### src/rtl/pgpwm_pkg.sv
package pgpwm_pkg;
    // Engine states; the output level is a function of the state only.
    typedef enum logic [1:0] {
        ST_IDLE = 2'd0,
        ST_ACT  = 2'd1,
        ST_REST = 2'd2,
        ST_DONE = 2'd3
    } eng_state_t;

    localparam int ENTRY_W = 16;  // width of a queue entry as pushed
    localparam int CNT_W   = 14;  // pulse count field [13:0]
    localparam int SEL_BIT = 14;  // shadow-pair select bit
endpackage

### src/rtl/pgpwm_fifo.sv
module pgpwm_fifo #(
    parameter int DEPTH = 8,   // power of two
    parameter int W     = 15,
    localparam int AW   = $clog2(DEPTH),
    localparam int OW   = AW + 1
) (
    input  logic          clk,
    input  logic          rst_n,
    input  logic          clr,
    input  logic          push,
    input  logic [W-1:0]  wdata,
    input  logic          pop,
    output logic [W-1:0]  rdata,
    output logic [OW-1:0] occ,
    output logic          empty,
    output logic          full
);
    logic [W-1:0]  mem [DEPTH];
    logic [AW-1:0] wr_ptr, rd_ptr;
    logic          push_ok, pop_ok;

    assign empty   = (occ == '0);
    assign full    = (occ == OW'(DEPTH));
    assign push_ok = push && !full && !clr;
    assign pop_ok  = pop && !empty && !clr;
    assign rdata   = mem[rd_ptr];

    always_ff @(posedge clk or negedge rst_n) begin
        if (!rst_n) begin
            wr_ptr <= '0;
            rd_ptr <= '0;
            occ    <= '0;
        end else if (clr) begin
            wr_ptr <= '0;
            rd_ptr <= '0;
            occ    <= '0;
        end else begin
            if (push_ok) wr_ptr <= wr_ptr + 1'b1;
            if (pop_ok)  rd_ptr <= rd_ptr + 1'b1;
            occ <= occ + OW'(push_ok) - OW'(pop_ok);
        end
    end

    always_ff @(posedge clk) begin
        if (push_ok) mem[wr_ptr] <= wdata;
    end

    a_r6_occ_bound: assert property (@(posedge clk) disable iff (!rst_n)
        occ <= OW'(DEPTH));
    a_r6_full_drop: assert property (@(posedge clk) disable iff (!rst_n)
        (full && push && !pop && !clr) |=> (occ == OW'(DEPTH)));
    a_r7_flush_empties: assert property (@(posedge clk) disable iff (!rst_n)
        clr |=> (occ == '0));
endmodule

### src/rtl/pgpwm_engine.sv
module pgpwm_engine
    import pgpwm_pkg::*;
#(
    parameter int LEN_W = 16
) (
    input  logic               clk,
    input  logic               rst_n,
    input  logic               run_en,
    input  logic               fifo_mode,
    input  logic               start,
    input  logic [CNT_W-1:0]   direct_cnt,
    input  logic [LEN_W-1:0]   act_p,
    input  logic [LEN_W-1:0]   rest_p,
    input  logic [LEN_W-1:0]   act_s,
    input  logic [LEN_W-1:0]   rest_s,
    input  logic               polarity,
    input  logic               q_empty,
    input  logic [SEL_BIT:0]   q_entry,
    output logic               q_pop,
    output logic               pwm_out,
    output logic               grp_done
);
    eng_state_t        st, nxt;
    logic [CNT_W-1:0]  remaining;
    logic [LEN_W-1:0]  ph_cnt;
    logic              use_shadow;
    logic              load;
    logic [CNT_W-1:0]  load_cnt;
    logic              load_sh;
    logic [LEN_W-1:0]  cur_act, cur_rest;

    assign cur_act  = use_shadow ? act_s  : act_p;
    assign cur_rest = use_shadow ? rest_s : rest_p;

    // Next-state and load decode
    always_comb begin
        nxt      = st;
        q_pop    = 1'b0;
        load     = 1'b0;
        load_cnt = '0;
        load_sh  = 1'b0;
        unique case (st)
            ST_IDLE: begin
                if (run_en && fifo_mode && !q_empty) begin
                    q_pop    = 1'b1;
                    load     = 1'b1;
                    load_cnt = q_entry[CNT_W-1:0];
                    load_sh  = q_entry[SEL_BIT];
                end else if (run_en && !fifo_mode && start) begin
                    load     = 1'b1;
                    load_cnt = direct_cnt;
                end
                if (load) nxt = (load_cnt == '0) ? ST_DONE : ST_ACT;
            end
            ST_ACT: begin
                if (ph_cnt == cur_act - 1'b1) nxt = ST_REST;
            end
            ST_REST: begin
                if (ph_cnt == cur_rest - 1'b1)
                    nxt = (remaining == CNT_W'(1)) ? ST_DONE : ST_ACT;
            end
            ST_DONE: nxt = ST_IDLE;
        endcase
    end

    // State register with its phase and group counters
    always_ff @(posedge clk or negedge rst_n) begin
        if (!rst_n) begin
            st         <= ST_IDLE;
            remaining  <= '0;
            ph_cnt     <= '0;
            use_shadow <= 1'b0;
        end else begin
            st <= nxt;
            if (load) begin
                remaining  <= load_cnt;
                use_shadow <= load_sh;
                ph_cnt     <= '0;
            end else if (nxt != st) begin
                ph_cnt <= '0;
                if (st == ST_REST) remaining <= remaining - 1'b1;
            end else begin
                ph_cnt <= ph_cnt + 1'b1;
            end
        end
    end

    // Outputs
    always_comb begin
        pwm_out  = polarity;
        grp_done = 1'b0;
        unique case (st)
            ST_IDLE: pwm_out  = polarity;
            ST_ACT:  pwm_out  = ~polarity;
            ST_REST: pwm_out  = polarity;
            ST_DONE: grp_done = 1'b1;
        endcase
    end

    a_r5_pop_nonempty: assert property (@(posedge clk) disable iff (!rst_n)
        q_pop |-> !q_empty);
    a_r4_done_one_cycle: assert property (@(posedge clk) disable iff (!rst_n)
        grp_done |=> !grp_done);
endmodule

### src/rtl/pulse_group_pwm.sv
module pulse_group_pwm
    import pgpwm_pkg::*;
#(
    parameter int DEPTH = 8,
    parameter int LEN_W = 16,
    localparam int OW   = $clog2(DEPTH) + 1
) (
    input  logic              clk,
    input  logic              rst_n,
    input  logic              run_en,
    input  logic              fifo_mode,
    input  logic              start,
    input  logic [7:0]        grp_len_lo,
    input  logic [5:0]        grp_len_hi,
    input  logic [LEN_W-1:0]  act_len_p,
    input  logic [LEN_W-1:0]  rest_len_p,
    input  logic [LEN_W-1:0]  act_len_s,
    input  logic [LEN_W-1:0]  rest_len_s,
    input  logic              polarity,
    input  logic              push,
    input  logic [ENTRY_W-1:0] push_data,
    input  logic              fifo_flush,
    input  logic [OW-1:0]     lw_level,
    input  logic              done_irq_en,
    input  logic              lw_irq_en,
    input  logic              clr_done,
    input  logic              clr_lw,
    output logic              pwm_out,
    output logic [OW-1:0]     fifo_occ,
    output logic              fifo_empty,
    output logic              fifo_full,
    output logic              done_flag,
    output logic              lw_flag,
    output logic              irq
);
    localparam int QW = SEL_BIT + 1;

    logic [QW-1:0] q_head;
    logic          q_pop;
    logic          grp_done;
    logic          unused_rsvd;

    assign unused_rsvd = push_data[ENTRY_W-1];

    pgpwm_fifo #(.DEPTH(DEPTH), .W(QW)) u_fifo (
        .clk   (clk),
        .rst_n (rst_n),
        .clr   (fifo_flush),
        .push  (push),
        .wdata (push_data[QW-1:0]),
        .pop   (q_pop),
        .rdata (q_head),
        .occ   (fifo_occ),
        .empty (fifo_empty),
        .full  (fifo_full)
    );

    pgpwm_engine #(.LEN_W(LEN_W)) u_engine (
        .clk        (clk),
        .rst_n      (rst_n),
        .run_en     (run_en),
        .fifo_mode  (fifo_mode),
        .start      (start),
        .direct_cnt ({grp_len_hi, grp_len_lo}),
        .act_p      (act_len_p),
        .rest_p     (rest_len_p),
        .act_s      (act_len_s),
        .rest_s     (rest_len_s),
        .polarity   (polarity),
        .q_empty    (fifo_empty),
        .q_entry    (q_head),
        .q_pop      (q_pop),
        .pwm_out    (pwm_out),
        .grp_done   (grp_done)
    );

    // Sticky flags: a set in the same cycle wins over the write-1 clear
    always_ff @(posedge clk or negedge rst_n) begin
        if (!rst_n) begin
            done_flag <= 1'b0;
            lw_flag   <= 1'b0;
        end else begin
            if (grp_done && done_irq_en)             done_flag <= 1'b1;
            else if (clr_done)                       done_flag <= 1'b0;
            if (lw_irq_en && (fifo_occ < lw_level))  lw_flag   <= 1'b1;
            else if (clr_lw)                         lw_flag   <= 1'b0;
        end
    end

    assign irq = done_flag | lw_flag;

    a_r8_done_gated: assert property (@(posedge clk) disable iff (!rst_n)
        (!done_irq_en && !done_flag) |=> !done_flag);
    a_r9_lw_gated: assert property (@(posedge clk) disable iff (!rst_n)
        (!lw_irq_en && !lw_flag) |=> !lw_flag);
endmodule

### config.mk
export PLATFORM = sky130hd
export DESIGN_NAME = pulse_group_pwm
export DESIGN_NICKNAME = d
export VERILOG_FILES = /design/src/rtl/pgpwm_pkg.sv /design/src/rtl/pgpwm_fifo.sv /design/src/rtl/pgpwm_engine.sv /design/src/rtl/pulse_group_pwm.sv
export SDC_FILE = /design/constraint.sdc
export NUM_CORES = 1
export LEC_CHECK = 0
export ABC_AREA = 1
export BUFFER_PORTS_ARGS = -buffer_cell sky130_fd_sc_hd__buf_4
export CAP_MARGIN = 20
export CORE_MARGIN = 5
export CORE_UTILIZATION = 42
export DETAILED_ROUTE_END_ITERATION = 8
export PLACE_DENSITY = 0.63
export SYNTH_ARGS = -nofsm -noshare
export SYNTH_HDL_FRONTEND = slang
export SYNTH_SLANG_ARGS = --single-unit
### constraint.sdc
create_clock -name clk -period 4.4 [get_ports clk]
set_input_delay 0.88 -clock clk [delete_from_list [all_inputs] [get_ports clk]]
set_output_delay 0.88 -clock clk [all_outputs]
set_load 0.01 [all_outputs]
# Word-level counts from Yosys, hierarchy flattened

Memories as Yosys holds them, arrays and structs flattened.
Index checks and enable logic that the tools add are counted.

$lt $le $gt $ge: 1
Equal/unequal tests: 8
Add/subtract/negate cells: 8
Reductions and logical operators: 24
Muxes and demuxes: 38
Bitwise logic cells: 2

Operators by type and width:

| kind                                                 | count |
|---|---|
| 2-to-1 mux 14 bit                                    | 7 |
| 2-to-1 mux 16 bit                                    | 4 |
| equality test 16 bit                                 | 2 |
| subtractor 16 x 1 -> 16 bit, second input constant   | 2 |
| adder 16 x 1 -> 16 bit, second input constant        | 1 |
| 2-to-1 mux 1 bit                                     | 16 |
| equality test 14 x 1 -> 1 bit, second input constant | 1 |
| zero test 14 bit                                     | 1 |
| subtractor 14 x 1 -> 14 bit, second input constant   | 1 |
| 2-to-1 mux 3 bit                                     | 4 |
| nonzero test 2 bit                                   | 6 |
| logical AND 1 bit                                    | 10 |
| 2-to-1 mux 2 bit                                     | 5 |
| case mux 2 bit (4 select lines)                      | 1 |
| adder 3 x 1 -> 3 bit, second input constant          | 2 |
| adder 4 x 1 -> 4 bit                                 | 1 |
| equality test 2 bit, second input constant           | 2 |
| equality test 4 bit, second input constant           | 1 |
| zero test 1 bit                                      | 4 |
| zero test 4 bit                                      | 1 |
| < comparator 4 bit                                   | 1 |
| 2-to-1 mux 4 bit                                     | 1 |
| subtractor 4 x 1 -> 4 bit                            | 1 |
| equality test 2 x 1 -> 1 bit, second input constant  | 1 |
| other kinds (5)                                      | 5 |

Memories kept: 1
Logic and storage cells: 91
Bits of input ports: 110
Register bits: 45
Bits in writable memories: 120

Memories:

| memory     | depth | bits a word | read ports | clocked after Yosys merged registers in | write ports | line             | source |
|---|---|---|---|---|---|---|---|
| u_fifo.mem | 8     | 15          | 1          | 0                                       | 1           | pgpwm_fifo.sv:18 | `logic [W-1:0] mem [DEPTH];` |

# Logic depth before layout (Yosys ltp)

Word-level depth: 13
Depth in mapped cells: 21

# Hierarchy

From an unflattened synthesis, not the netlist that was laid out.

Cell total of the unflattened synthesis: 1399
Area total of the unflattened synthesis: 10416.2 um^2

Modules (own cells, without submodules):

| module          | area each (um^2) | instances | cells each |
|---|---|---|---|
| pgpwm_fifo      | 5938.2           | 1         | 608 |
| pgpwm_engine    | 4294.1           | 1         | 764 |
| pulse_group_pwm | 183.9            | 1         | 27 |

# Worst setup path after synthesis

No wires, ideal clock.

Path kind: input port to flip-flop
Start: input rest_len_p[0]
End: register u_engine.ph_cnt[14]
Slack: 1.639 ns
Path buffers: 1
Data arrival time: 2.640 ns
Stages on the path: 18
Library setup time: 0.121 ns
Cell sequence: nand2_1 > o21ai_1 > inv_1 > ha_1 > nand3_1 > nor2_2 > inv_1 > nor2_1 > nand3b_1 > nand2_1 > nand3_1 > nor2_1 > nand2_1 > nand2_2 > nand2_4 > nand2_4 > buf_6 > nor2_2

Cells in the longest elaborated chain, start to end: 8

Ends and longest elaborated chain:

| item                            | line                  | source |
|---|---|---|
| start, declared                 | pulse_group_pwm.sv:16 | `input logic [LEN_W-1:0] rest_len_p,` |
| 2-to-1 mux 16 bit               | pgpwm_engine.sv:33    | `assign cur_rest = use_shadow ? rest_s : rest_p;` |
| subtractor 16 x 1 -> 16 bit     | pgpwm_engine.sv:59    | `if (ph_cnt == cur_rest - 1'b1)` |
| equality test 16 bit            | pgpwm_engine.sv:59    |  |
| 2-to-1 mux 2 bit                | pgpwm_engine.sv:59    |  |
| case mux 2 bit (4 select lines) | pgpwm_engine.sv:42    | `unique case (st)` |
| inequality test 2 bit           | pgpwm_engine.sv:79    | `end else if (nxt != st) begin` |
| 2-to-1 mux 16 bit               | pgpwm_engine.sv:79    |  |
| 2-to-1 mux 16 bit               | pgpwm_engine.sv:75    | `if (load) begin` |
| end signal, assigned            | pgpwm_engine.sv:83    | `ph_cnt <= ph_cnt + 1'b1;` |
| end, declared                   | pgpwm_engine.sv:25    | `logic [LEN_W-1:0] ph_cnt;` |

Every way passes these cells.
A chain may end at the register's enable or synchronous reset.

# Final worst setup path

Start: register u_engine.use_shadow
End: register u_engine.ph_cnt[0]

Cells in the longest elaborated chain, start to end: 8
Elaborated cells between the ends (all ways): 12

Ends and longest elaborated chain:

| item                                           | line                                   | source |
|---|---|---|
| start, declared                                | pgpwm_engine.sv:26                     | `logic use_shadow;` |
| start signal, assigned                         | pgpwm_engine.sv:77                     | `use_shadow <= load_sh;` |
| 2-to-1 mux 16 bit (on tied branches)           | pgpwm_engine.sv:33, pgpwm_engine.sv:32 |  |
| subtractor 16 x 1 -> 16 bit (on tied branches) | pgpwm_engine.sv:59, pgpwm_engine.sv:56 |  |
| equality test 16 bit (on tied branches)        | pgpwm_engine.sv:59, pgpwm_engine.sv:56 |  |
| 2-to-1 mux 2 bit (on tied branches)            | pgpwm_engine.sv:59, pgpwm_engine.sv:56 |  |
| case mux 2 bit (4 select lines) *              | pgpwm_engine.sv:42                     |  |
| inequality test 2 bit *                        | pgpwm_engine.sv:79                     |  |
| 2-to-1 mux 16 bit *                            | pgpwm_engine.sv:79                     |  |
| 2-to-1 mux 16 bit *                            | pgpwm_engine.sv:75                     |  |

Mark *: on every way between the ends. The rest lies on a longest branch, timed or not.

==> PnR_summary.wiki <==
{| class="wikitable"
! Metric !! Value
|-
| Cell type with the largest total area after synthesis || edfxtp_1
|-
| Area of the core || 0.02189 mm²
|-
| Final worst clock skew || 0.009086 ns
|-
| Category of the worst setup path launch point || flop
|-
| Synthesis Warnings || 0
|-
| Outcome || completed
|-
| Top flip-flop cell by instance count after synthesis || edfxtp_1
|-
| Area growth from synthesis to final layout || 18.59%
|-
| Final Max Tran Viols || 0
|-
| Buffer count from post-CTS setup fixing || 0
|-
| Crit end category || flop
|-
| Buffers on Ports || 118
|-
| Endpoints failing hold || 0
|-
| Share of cells above drive strength 1 || 15.89%
|-
| Mean routed wirelength per cell || 14.88 µm
|-
| Synth top area cells || edfxtp_1, dfrtp_1, nand2_1
|-
| Post-route DRC || 0
|-
| Worst Hold Class || in -> async
|-
| Final-layout fill cell count || 2133
|-
| Area taken by multi-input logic gates || 0.003966 mm²
|-
| Sequential Area || 0.004730 mm²
|-
| PwrDens || 478.6 mW/mm²
|-
| Antenna fix cells || 0
|-
| Max H-tree Level || 4
|-
| Crit path buffers/inverters || 4
|-
| Routed Wire Length || 22990 µm
|-
| Width of the die || 159.4 µm
|-
| Post-synthesis net count || 1263
|-
| Initial antenna violation count || 0
|-
| Num Clock Sinks || 165
|-
| Fin crit share || 82.44%
|-
| Leading post-synthesis cells by instance count || nand2_1, nor2_1, inv_1
|-
| Maximum number of pins on one net before global-route repair || 63
|-
| Per-instance average area after synthesis || 8.247 µm²
|-
| Final weighted congestion in routability-driven placement || 0.8672
|-
| Global-route wire length before repair || 37120 µm
|-
| Delay of the slowest cell on the worst path || 0.62 ns
|-
| Sequence of cells on the critical path || inv_2 -> buf_4 -> nand2_1 -> o21ai_1 -> inv_1 -> ha_1 -> nand3_1 -> nor2_2 -> inv_1 -> nor2_1 -> nand3b_1 -> nand2_1 -> nand3_1 -> nor2_1 -> nand2_1 -> nand2_2 -> nand2_4 -> nand2_4 -> nor2_1
|-
| Library cell used as clock root buffer || clkbuf_16
|-
| Crit path required time || 4.71 ns
|-
| Most common cell in the synthesized netlist || nand2_1
|-
| Unrepaired setup endpoints after global routing || false
|-
| Worst slack, placed || 0.7567 ns
|-
| Num CTS Buffers || 17
|-
| Critical-path top delay cell || dfrtp_1
|-
| Net count reported at finish || 1379
|-
| Detailed Routing Iterations Pass 1 || 5
|-
| Overall global routing resource usage || 17.89%
|-
| Insertion delay to the later sink of the worst-skew pair || 0.43 ns
|-
| Initial standard-cell utilization of the core || 42.80%
|-
| Async set-reset flop share out of synthesis || 27.27%
|-
| Number of design-rule violations left by the first detailed-router iteration || 521
|-
| Post-layout power || 5.317 mW
|-
| Top-area cell type share of the netlist area || 38.46%
|-
| Register area share after synthesis || 50.48%
|-
| Avg Vias per Cell || 5.011
|-
| Height of the die || 159.4 µm
|-
| Worst setup path start || u_engine.use_shadow
|-
| Final critical delay including setup and external delays || 3.627 ns
|-
| Mapped Area || 0.009369 mm²
|-
| Slack of the critical path || 0.7729 ns
|-
| Maximum count of clock buffers along a single path || 2
|-
| Total via count after detailed routing || 7742
|-
| CP arrival || 3.94 ns
|-
| Via count of the first global-routing pass || 7408
|-
| Remaining max-slew budget at the tightest pin || 49.45%
|-
| Syn Inst Count || 1136
|-
| Hpwl dp || 16090 µm
|-
| Die Area || 0.02539 mm²
|-
| Total setup violations reported at the end of the flow || 0
|-
| Global-route congestion overflow total || 0
|-
| IO Pins || 120
|-
| Share of the core filled with cells || 50.75%
|-
| Number of routed nets with antenna violations || 0
|-
| Largest voltage drop on the vdd net || 0.2618 mV
|-
| Maximum fanout encountered on the critical timing path || 34
|-
| Number of max-cap violations || 0
|-
| Worst Max-Slew Pin Slew || 0.7583 ns
|-
| TritonCTS clock tree || done
|-
| Launch instance of the worst register-to-register path || u_engine.use_shadow
|-
| Standard-cell row count || 54
|-
| Synth Register Bits || 165
|-
| Largest delay share family, worst path || simple AND/OR/NAND/NOR gates
|-
| Number of hold-repair buffers added at the cts stage || 0
|-
| Reg clk slew, reported paths || 0.07 ns
|-
| Path type of the worst setup path || reg -> reg
|-
| Reported leakage power || 4.929 nW
|-
| Setup Total Neg Slack || 0 ns
|-
| Highest clock frequency the design can meet || 0.2757 GHz
|-
| Synth unique cells || 43
|-
| Number of enable flip-flop cells after synthesis || 120
|-
| Gates resized, CTS repair || 0
|}
-- layout make-up --
| class | instances | share of cell area (%) |
|---|---|---|
| repair buffers | 136 | 9.189 |
| multi-input cells | 804 | 35.70 |
| clock buffers | 18 | 3.863 |
| clock inverters | 14 | 1.205 |
| flip-flops and latches | 165 | 42.57 |
| inverters | 128 | 4.324 |
| well taps | 280 | 3.153 |
-- logic make-up after synthesis --
logic type / share of synthesized area [%]
simple gates: 25.28
xor+xnor: 3.833
mux: 0.1068
compound gates: 10.76
buf+inv: 7.185
flops: 50.48
fa+ha+maj: 2.350
-- worst register-to-register path: cells and delay by family, from the launching register on --
| family | cells | cell delay [ns] |
|---|---|---|
| AOI/OAI and AO/OA | 1 | 0.12 |
| buffers and inverters | 4 | 0.60 |
| adders and majority gates | 1 | 0.20 |
| and+or+nand+nor | 13 | 1.98 |
| DFF | 1 | 0.62 |
-- path summary, 6_finish.rpt --
kind | slack [ns] | depth (start not counted) | end
max reg2reg | 0.77 | 19 | u_engine.ph_cnt[0]
min | 0.44 | 1 | u_fifo.occ[3]
min in group clk | 0.50 | 2 | u_engine.remaining[11]
max | 0.77 | 19 | u_engine.ph_cnt[0]
max in group asynchronous | 3.56 | 1 | u_engine.remaining[1]
min reg2reg | 0.50 | 2 | u_engine.remaining[11]
-- state kept, by name, indices dropped and copies added (netlist names) --
| register | cells |
|---|---|
| u_engine.ph_cnt | 16 |
| u_fifo.occ | 4 |
| done_flag | 1 |
| u_engine.st | 2 |
| u_engine.use_shadow | 1 |
| u_fifo.rd_ptr | 3 |
| lw_flag | 1 |
| u_fifo.wr_ptr | 3 |
| u_engine.remaining | 14 |
| u_fifo.mem | 120 |
-- cells in the final DEF, fill, tap and decap left out, types with 7 or more instances in the layout --
master	n
nand2_1	273
nor2_1	178
buf_4	136
inv_1	122
edfxtp_1	120
o21ai_0	115
nand3_1	61
dfrtp_1	45
xor2_1	30
o211ai_1	29
clkbuf_16	17
nor2_2	16
ha_1	16
xnor2_1	11
o21ai_1	11
nand3b_1	9
nor3_1	8
nand4_1	7
a21oi_1	7
-- layer usage --
metal	GRT usage, %	share of wire [%]
met2	30.91	49
met4	4.963	1.7
met1	22.59	44
met3	4.090	5.4
met5	0	0
-- where the power goes --
part           switching (mW)  internal, mW  leakage (nW)
Combinational            1.17         0.728          3.00
Clock                   0.663         0.753         0.281
Sequential              0.180          1.83          1.65
-- per-stage QoR --
stage | std cells | area, µm² | hold WS [ns]
2_1_floorplan | 1136 | 9369 | 0.4582
5_1_grt | 1545 | 11110 | 0.4806
3_5_place_dp | 1513 | 10550 | 0.4920
4_1_cts | 1545 | 11110 | 0.4561
6_report | 1545 | 11110 | 0.4370
3_3_place_gp | 1513 | 10550 | 0.4869
Note: power is estimated with default switching activity, not from simulation.
